`src/rtl/touch_pkg.sv`:
```
package touch_pkg;
    typedef enum logic [1:0] {
        ST_CAL    = 2'd0,
        ST_IDLE   = 2'd1,
        ST_FILTER = 2'd2,
        ST_HELD   = 2'd3
    } tstate_e;
endpackage

```
`src/rtl/touch_cmp.sv`:
```
module touch_cmp #(
    parameter int RAW_W  = 14,
    parameter int THRESH = 10,
    parameter int HYST   = 2
) (
    input  logic [RAW_W-1:0] raw,
    input  logic [RAW_W-1:0] ref_lvl,
    output logic             detect,
    output logic             keep,
    output logic             below,
    output logic             above
);
    localparam int DW = RAW_W + 1;
    localparam logic signed [DW-1:0] TH_ON  = DW'(THRESH);
    localparam logic signed [DW-1:0] TH_OFF = DW'(THRESH - HYST);

    logic signed [DW-1:0] diff;

    always_comb begin
        diff   = $signed({1'b0, raw}) - $signed({1'b0, ref_lvl});
        detect = diff >= TH_ON;
        keep   = diff >= TH_OFF;
        below  = raw < ref_lvl;
        above  = raw > ref_lvl;
    end
endmodule

```
`src/rtl/touch_drift.sv`:
```
module touch_drift #(
    parameter int RAW_W   = 14,
    parameter int DN_RATE = 8,
    parameter int UP_RATE = 64
) (
    input  logic             clk,
    input  logic             rst_n,
    input  logic             load,
    input  logic [RAW_W-1:0] load_val,
    input  logic             step_en,
    input  logic             below,
    input  logic             above,
    output logic [RAW_W-1:0] ref_q
);
    localparam int DCW = (DN_RATE > 1) ? $clog2(DN_RATE) : 1;
    localparam int UCW = (UP_RATE > 1) ? $clog2(UP_RATE) : 1;
    localparam logic [RAW_W-1:0] REF_MAX = '1;

    logic [DCW-1:0] dn_cnt;
    logic [UCW-1:0] up_cnt;

    always_ff @(posedge clk) begin
        if (!rst_n) begin
            ref_q  <= '0;
            dn_cnt <= '0;
            up_cnt <= '0;
        end else if (load) begin
            ref_q  <= load_val;
            dn_cnt <= '0;
            up_cnt <= '0;
        end else if (step_en) begin
            if (below) begin
                up_cnt <= '0;
                if (dn_cnt == DCW'(DN_RATE - 1)) begin
                    dn_cnt <= '0;
                    if (ref_q != '0) ref_q <= ref_q - 1'b1;
                end else begin
                    dn_cnt <= dn_cnt + 1'b1;
                end
            end else if (above) begin
                dn_cnt <= '0;
                if (up_cnt == UCW'(UP_RATE - 1)) begin
                    up_cnt <= '0;
                    if (ref_q != REF_MAX) ref_q <= ref_q + 1'b1;
                end else begin
                    up_cnt <= up_cnt + 1'b1;
                end
            end else begin
                dn_cnt <= '0;
                up_cnt <= '0;
            end
        end
    end
endmodule

```
`src/rtl/touch_ontimer.sv`:
```
module touch_ontimer #(
    parameter int MAX_ON_MS = 30000
) (
    input  logic clk,
    input  logic rst_n,
    input  logic run,
    input  logic tick,
    output logic expire
);
    localparam int TW = $clog2(MAX_ON_MS + 1);

    logic [TW-1:0] cnt;

    assign expire = run && tick && (cnt == TW'(MAX_ON_MS - 1));

    always_ff @(posedge clk) begin
        if (!rst_n || !run) cnt <= '0;
        else if (tick && !expire) cnt <= cnt + 1'b1;
    end
endmodule

```
`src/rtl/touch_sigproc.sv`:
```
module touch_sigproc
    import touch_pkg::*;
#(
    parameter int RAW_W     = 14,
    parameter int THRESH    = 10,
    parameter int HYST      = 2,
    parameter int CONFIRM_N = 4,
    parameter int DN_RATE   = 8,
    parameter int UP_RATE   = 64,
    parameter int MAX_ON_MS = 30000
) (
    input  logic             clk,
    input  logic             rst_n,
    input  logic [RAW_W-1:0] raw_count,
    input  logic             raw_valid,
    input  logic             tick_1ms,
    input  logic             recal_req,
    output logic             maybe_touch,
    output logic             touch_on_pulse,
    output logic             touch_off_pulse,
    output logic [RAW_W-1:0] ref_level
);
    localparam int CW = $clog2(CONFIRM_N + 1);

    tstate_e       state, nxt;
    logic [CW-1:0] integ;
    logic          detect, keep, below, above, expire;
    logic          smp;

    assign smp = raw_valid && !recal_req;

    touch_cmp #(.RAW_W(RAW_W), .THRESH(THRESH), .HYST(HYST)) u_cmp (
        .raw(raw_count), .ref_lvl(ref_level),
        .detect(detect), .keep(keep), .below(below), .above(above)
    );

    touch_drift #(.RAW_W(RAW_W), .DN_RATE(DN_RATE), .UP_RATE(UP_RATE)) u_drift (
        .clk(clk), .rst_n(rst_n),
        .load(state == ST_CAL && smp), .load_val(raw_count),
        .step_en(state == ST_IDLE && smp && !detect),
        .below(below), .above(above), .ref_q(ref_level)
    );

    touch_ontimer #(.MAX_ON_MS(MAX_ON_MS)) u_timer (
        .clk(clk), .rst_n(rst_n), .run(state == ST_HELD),
        .tick(tick_1ms), .expire(expire)
    );

    always_comb begin
        nxt = state;
        if (recal_req) begin
            nxt = ST_CAL;
        end else begin
            unique case (state)
                ST_CAL:    if (raw_valid) nxt = ST_IDLE;
                ST_IDLE:   if (raw_valid && detect) nxt = ST_FILTER;
                ST_FILTER: if (raw_valid) begin
                    if (!detect) nxt = ST_IDLE;
                    else if (integ == CW'(CONFIRM_N - 1)) nxt = ST_HELD;
                end
                ST_HELD:   if (expire) nxt = ST_CAL;
                           else if (raw_valid && !keep) nxt = ST_IDLE;
            endcase
        end
    end

    always_ff @(posedge clk) begin
        if (!rst_n) state <= ST_CAL;
        else        state <= nxt;
    end

    always_ff @(posedge clk) begin
        if (!rst_n) integ <= '0;
        else if (nxt == ST_FILTER) begin
            if (state == ST_IDLE)  integ <= CW'(1);
            else if (smp)          integ <= integ + 1'b1;
        end else begin
            integ <= '0;
        end
    end

    always_ff @(posedge clk) begin
        if (!rst_n) begin
            maybe_touch     <= 1'b0;
            touch_on_pulse  <= 1'b0;
            touch_off_pulse <= 1'b0;
        end else begin
            maybe_touch     <= (nxt == ST_FILTER) || (nxt == ST_HELD);
            touch_on_pulse  <= (state == ST_FILTER) && (nxt == ST_HELD);
            touch_off_pulse <= (state == ST_HELD) && (nxt == ST_IDLE);
        end
    end
endmodule

```
`config.mk`:
```
export PLATFORM = sky130hd
export DESIGN_NAME = touch_sigproc
export DESIGN_NICKNAME = d
export VERILOG_FILES = /design/src/rtl/touch_pkg.sv /design/src/rtl/touch_cmp.sv /design/src/rtl/touch_drift.sv /design/src/rtl/touch_ontimer.sv /design/src/rtl/touch_sigproc.sv
export SDC_FILE = /design/constraint.sdc
export NUM_CORES = 1
export LEC_CHECK = 0
export BUFFER_PORTS_ARGS = -buffer_cell sky130_fd_sc_hd__buf_4
export CAP_MARGIN = 20
export CORE_ASPECT_RATIO = 1.5
export CORE_MARGIN = 5
export CORE_UTILIZATION = 62
export CTS_BUF_LIST = sky130_fd_sc_hd__clkbuf_8
export CTS_CLUSTER_SIZE = 10
export DETAILED_ROUTE_END_ITERATION = 7
export HOLD_SLACK_MARGIN = 0.02
export MAX_ROUTING_LAYER = met4
export PLACE_DENSITY = 0.82
export SLEW_MARGIN = 30
export SYNTH_ARGS = -nofsm -noshare
export SYNTH_HDL_FRONTEND = slang
export SYNTH_SLANG_ARGS = --single-unit
```
`constraint.sdc`:
```
create_clock -name clk -period 4.9 [get_ports clk]
set_input_delay 0.245 -clock clk [delete_from_list [all_inputs] [get_ports clk]]
set_output_delay 0.245 -clock clk [all_outputs]
set_load 0.005 [all_outputs]
```
# ---- After elaboration in Yosys (flattened, before gate mapping)
# Cells that the tools add are included.
dict set report totals {
  elab_cells 90
  regBits 46
  output_inout_bits 17
}
dict set report op_classes {
  muxes 24
  bitwise_logic 2
  add_sub_neg 7
  eq_ne 13
  reduce_logical 30
  order_cmp 4
}
# cell count
set op_table {}
lappend op_table {{14-bit two-way mux} 8}
lappend op_table {{15-bit by 5-bit >= comparator with 1-bit output (second input constant)} 2}
lappend op_table {{6-bit two-way mux} 3}
lappend op_table {{2-bit two-way mux} 8}
lappend op_table {{15-bit by 1-bit adder with 15-bit output (second input constant)} 1}
lappend op_table {{15-bit == test (second input constant)} 1}
lappend op_table {{14-bit by 14-bit subtractor with 15-bit output} 1}
lappend op_table {{14-bit by 1-bit adder with 14-bit output (second input constant)} 1}
lappend op_table {{14-bit > comparator} 1}
lappend op_table {{14-bit < comparator} 1}
lappend op_table {{14-bit != test (second input constant)} 1}
lappend op_table {{14-bit nonzero test} 1}
lappend op_table {{14-bit by 1-bit subtractor with 14-bit output (second input constant)} 1}
lappend op_table {{1-bit logical AND} 11}
lappend op_table {{3-bit nonzero test} 3}
lappend op_table {{2-bit == test (second input constant)} 4}
lappend op_table {{2-bit case mux with 4 select lines} 1}
lappend op_table {{3-bit by 1-bit adder with 3-bit output (second input constant)} 2}
lappend op_table {{6-bit by 1-bit adder with 6-bit output (second input constant)} 1}
lappend op_table {{6-bit == test (second input constant)} 1}
lappend op_table {{1-bit zero test} 6}
lappend op_table {{3-bit two-way mux} 2}
lappend op_table {{3-bit by 1-bit != test with 1-bit output (second input constant)} 2}
lappend op_table {{6-bit AND reduction} 1}
lappend op_table {{11 further kinds} 16}

# ---- Longest topological paths before layout
dict set report depth {
  depth_word 11
  depth_mapped 19
  mapped_depth_nobuf 18
}

# ---- By module
# From an unflattened synthesis, not the netlist that was laid out.
dict set report unflattened {
  cells_unflattened 479
  hier_area_um2 3867.5
}
# mod instances cells_each area_each_um2 seq_area_each_um2
set modules_own_cells {}
lappend modules_own_cells {touch_drift 1 225 1839.3 460.4}
lappend modules_own_cells {touch_cmp 1 132 875.8 0.0}
lappend modules_own_cells {touch_ontimer 1 80 723.2 300.3}
lappend modules_own_cells {touch_sigproc 1 42 429.2 140.1}

# ---- Worst setup path after synthesis
# Ideal clock, no wire load.
dict set report synth_path {
  path_type {register to register}
  start {register u_drift.ref_q[4]}
  end {register u_drift.ref_q[13]}
  setup_slack_ns 0.564
  stages_incl_launch_ff 19
  period_less_slack_ns 4.336
  t_arrival_ns 4.217
  cell_sequence {dfxtp_1 -> inv_1 -> ha_1 -> clkbuf_1 -> o311ai_0 -> a21oi_1 -> o211ai_1 -> nand2_1 -> inv_1 -> ha_1 -> a211oi_1 -> o21a_1 -> o31ai_1 -> or4_1 -> a41oi_1 -> o21bai_1 -> xnor2_1 -> o311a_1 -> o31a_1}
}
dict set report synth_via {
  elab_chain_cells 7
}
# element line
set synth_lines {}
lappend synth_lines {{from (decl)} touch_drift.sv:13} ;# output logic [RAW_W-1:0] ref_q
lappend synth_lines {{from (signal assigned)} touch_drift.sv:28} ;# ref_q <= load_val;
lappend synth_lines {{from (signal assigned)} touch_drift.sv:36} ;# if (ref_q != '0) ref_q <= ref_q - 1'b1;
lappend synth_lines {{from (signal assigned)} touch_drift.sv:44} ;# if (ref_q != REF_MAX) ref_q <= ref_q + 1'b1;
lappend synth_lines {{parallel branches: the longest is 7 deep, another holds 14-bit by 14-bit subtractor with 15-bit output} -}
# Several ways; the timed one is not identified. The select of a mux whose other input is x is not followed.
# A chain may end at the register's enable or synchronous reset.

# ---- Final worst setup path
dict set report layout_path {
  start {register u_drift.ref_q[6]}
  end {register u_drift.ref_q[13]}
}
# Same word-level chain as after synthesis.

==> flow_summary.yaml <==
critical_path:
  arrival_ns: 4.76
  path_max_fanout: 10
  criticalPathCategory: "register to register"
  critical_path_required_ns: 5.11
  end_kind: "register"
  start_kind: "register"
clock_tree:
  cts_buffers: 5
  cts_setup_buffers: 0
  cts_num_sinks: 45
  clock_tree.htree_level_count: 2
  hold_buffers: 0
  cts_tree: "yes"
  clk_latency_ns: 0.31
  clk_pin_slew_ns: 0.10
  cts_buffer_depth: 2
  ctsRootBufferMaster: "clkbuf_8"
  cts_resized: 0
logic_synthesis:
  syn_area_sq_mm: 0.00379
  synth_top_area_cell: "dfxtp_1"
  syn_area_per_cell_sq_um: 7.77
  ys_warn_count: 0
  synth.distinct_cells: 65
  synth_top_area_share_pct: 23.7
  synth_fp_nets: 541
  ys_seq_elements: 45
  async_reset_ff_share_pct: 0
  synth_flop_cell: "dfxtp_1"
  ys_seq_area_share_pct: 23.7
  synth_edf_count: 0
  synth_area_leaders: "dfxtp_1 (24%), ha_1 (11%), a21oi_1 (6.1%)"
  syn_inst: 488
placed_design:
  globalplace.congestion: 0.941
  place_hpwl_um: 7530
  io_buffers: 35
  dp_cells: 582
timing:
  setup_violations: 0
  worst_pin_slew_ns: 0.602
  rsz0062_at_grt: "false"
  finalHoldViolations: 0
  fin_crit_sh_pct: 92.9
  fmax_mhz: 220
  setup_tns_ns: 0
  drv_slew: 0
  clock_skew_ns: 0.00686
  relSlewSlack_pct: 59.7
  min_period_ns: 4.55
  holdWs_ns: 0.217
die:
  io-pin-count: 36
  die_area_sq_mm: 0.00782
  design.core.area_sq_mm: 0.00604
  rows: 35
  die_w_um: 73.9
  start_util_pct: 62.8
  die_h_um: 106
route:
  drt_iter0_drc: 190
  via_per_inst: 6.39
  wl_um: 9860
  met1Wirelength_um: 3820
  antenna_left: 0
  dr_total_vias: 3772
  wl_per_cell_um: 16.7
  highest_layer: "met4"
  first_pass_iters: 5
  drc_errors: 0
  met3_length_um: 452
  met2_length_um: 5170
grt:
  overflow: 0
  grt_pass1_vias: 3684
  grt_pass1_wl_um: 16300
  grt_max_degree: 29
  antenna_found_initial: 0
  grtUsageTotal_pct: 26.6
cells_and_area:
  post-route-util_pct: 69.4
  final_cell_mix: "a21oi_1 (46), dfxtp_1 (45), buf_4 (40), o21ai_0 (36)"
  insertedDiodeCount: 0
  regArea_sq_um: 901
  syn_to_final_growth_pct: 10.5
  fillerInstances: 520
  nets: 568
  drive_gt1_share_pct: 12.6
  final_common_cell: "a21oi_1"
  multi_input_area_sq_mm: 0.00270
  final_cells: 590
min_path:
  hold_path_class: "input port to register"
power:
  powerDensity_mw_per_mm2: 234
  finalPower_uw: 981
  ir_worst_vdd_mv: 0.131
  p_leak_nw: 1.59
job:
  cap_violations: 0
outcome:
  status: "complete, no violations"
[synth_stat cells, types with 6 or more instances]
master / n
clkbuf_1: 12
nand3_1: 11
a31oi_1: 6
inv_1: 29
xor2_1: 10
nand2_1: 36
xnor2_1: 17
or2_2: 6
or4_1: 6
or3_1: 10
nor3_1: 12
nor2_1: 35
nand4_1: 10
nor4_1: 6
a211oi_1: 6
o21ai_0: 36
nor2b_1: 9
mux2i_1: 12
a21oi_1: 46
dfxtp_1: 45
o21a_1: 7
nand2b_1: 8
ha_1: 32
and3_1: 9
[stage by stage]
stage / area (sq um) / worst slack, ns
6_report: 4190 / 0.350
5_1_grt: 4190 / 0.00541
4_1_cts: 4180 / 0.279
3_5_place_dp: 4090 / 0.302
3_3_place_gp: 4090 / 0.496
2_1_floorplan: 3790 / 0.564
[per-layer routing]
layer	vias up	GRT usage, %
li1	1836	-
met1	1769	28.8
met2	131	47.1
met3	36	2.96
met4	0	11.5
met5	-	-
[registers in the layout, summed over array words and instances (netlist names)]
name	count
u_drift.up_cnt	6
u_drift.ref_q	14
u_drift.dn_cnt	3
state	2
touch_off_pulse	1
integ	3
u_timer.cnt	15
touch_on_pulse	1
[critical path: stages (launching register included)]
cell and delay [ns]:
dfxtp_1 0.44, inv_1 0.10, ha_2 0.42, and4_1 0.27, o311ai_1 0.15, a21oi_1 0.22
o211ai_1 0.16, nand2_2 0.17, inv_1 0.10, buf_4 0.19, ha_1 0.34, o21a_1 0.19
nor2_1 0.13, o31ai_1 0.12, or4_1 0.43, a41oi_1 0.21, o21bai_1 0.11, xnor2_1 0.16
o311a_1 0.29, o31a_1 0.23
[path summary, 6_finish.rpt]
check             depth (start not counted)               from  slack, ns                 to
hold / removal                            3       raw_count[1]       0.22   u_drift.ref_q[1]
setup reg to reg                         19   u_drift.ref_q[6]       0.35  u_drift.ref_q[13]
hold reg to reg                           2  u_drift.dn_cnt[1]       0.46  u_drift.dn_cnt[1]
setup / recovery                         19   u_drift.ref_q[6]       0.35  u_drift.ref_q[13]
[area by class of cell]
type                    count  share of cell area [%]
inverters                  29                    2.60
well taps                  74                    2.21
repair buffers             40                    7.16
clock inverters             3                   0.507
clock buffers               5                    1.64
flip-flops and latches     45                    21.5
multi-input cells         394                    64.4
[report_power, final]
| group | internal, mW | switching [mW] |
|---|---|---|
| sequential | 0.374 | 0.0140 |
| clock | 0.101 | 0.143 |
| combinational | 0.152 | 0.197 |
[cells by family after synthesis]
group | share of synthesized area, %
multiplexers | 3.76
XOR/XNOR | 6.23
AND/OR/NAND/NOR | 25.6
buffers and inverters | 5.31
AO/OA/AOI/OAI | 23.7
flip-flops | 23.7
adder cells (fa/ha/maj) | 11.6
Power figures use the tool's default switching activity.
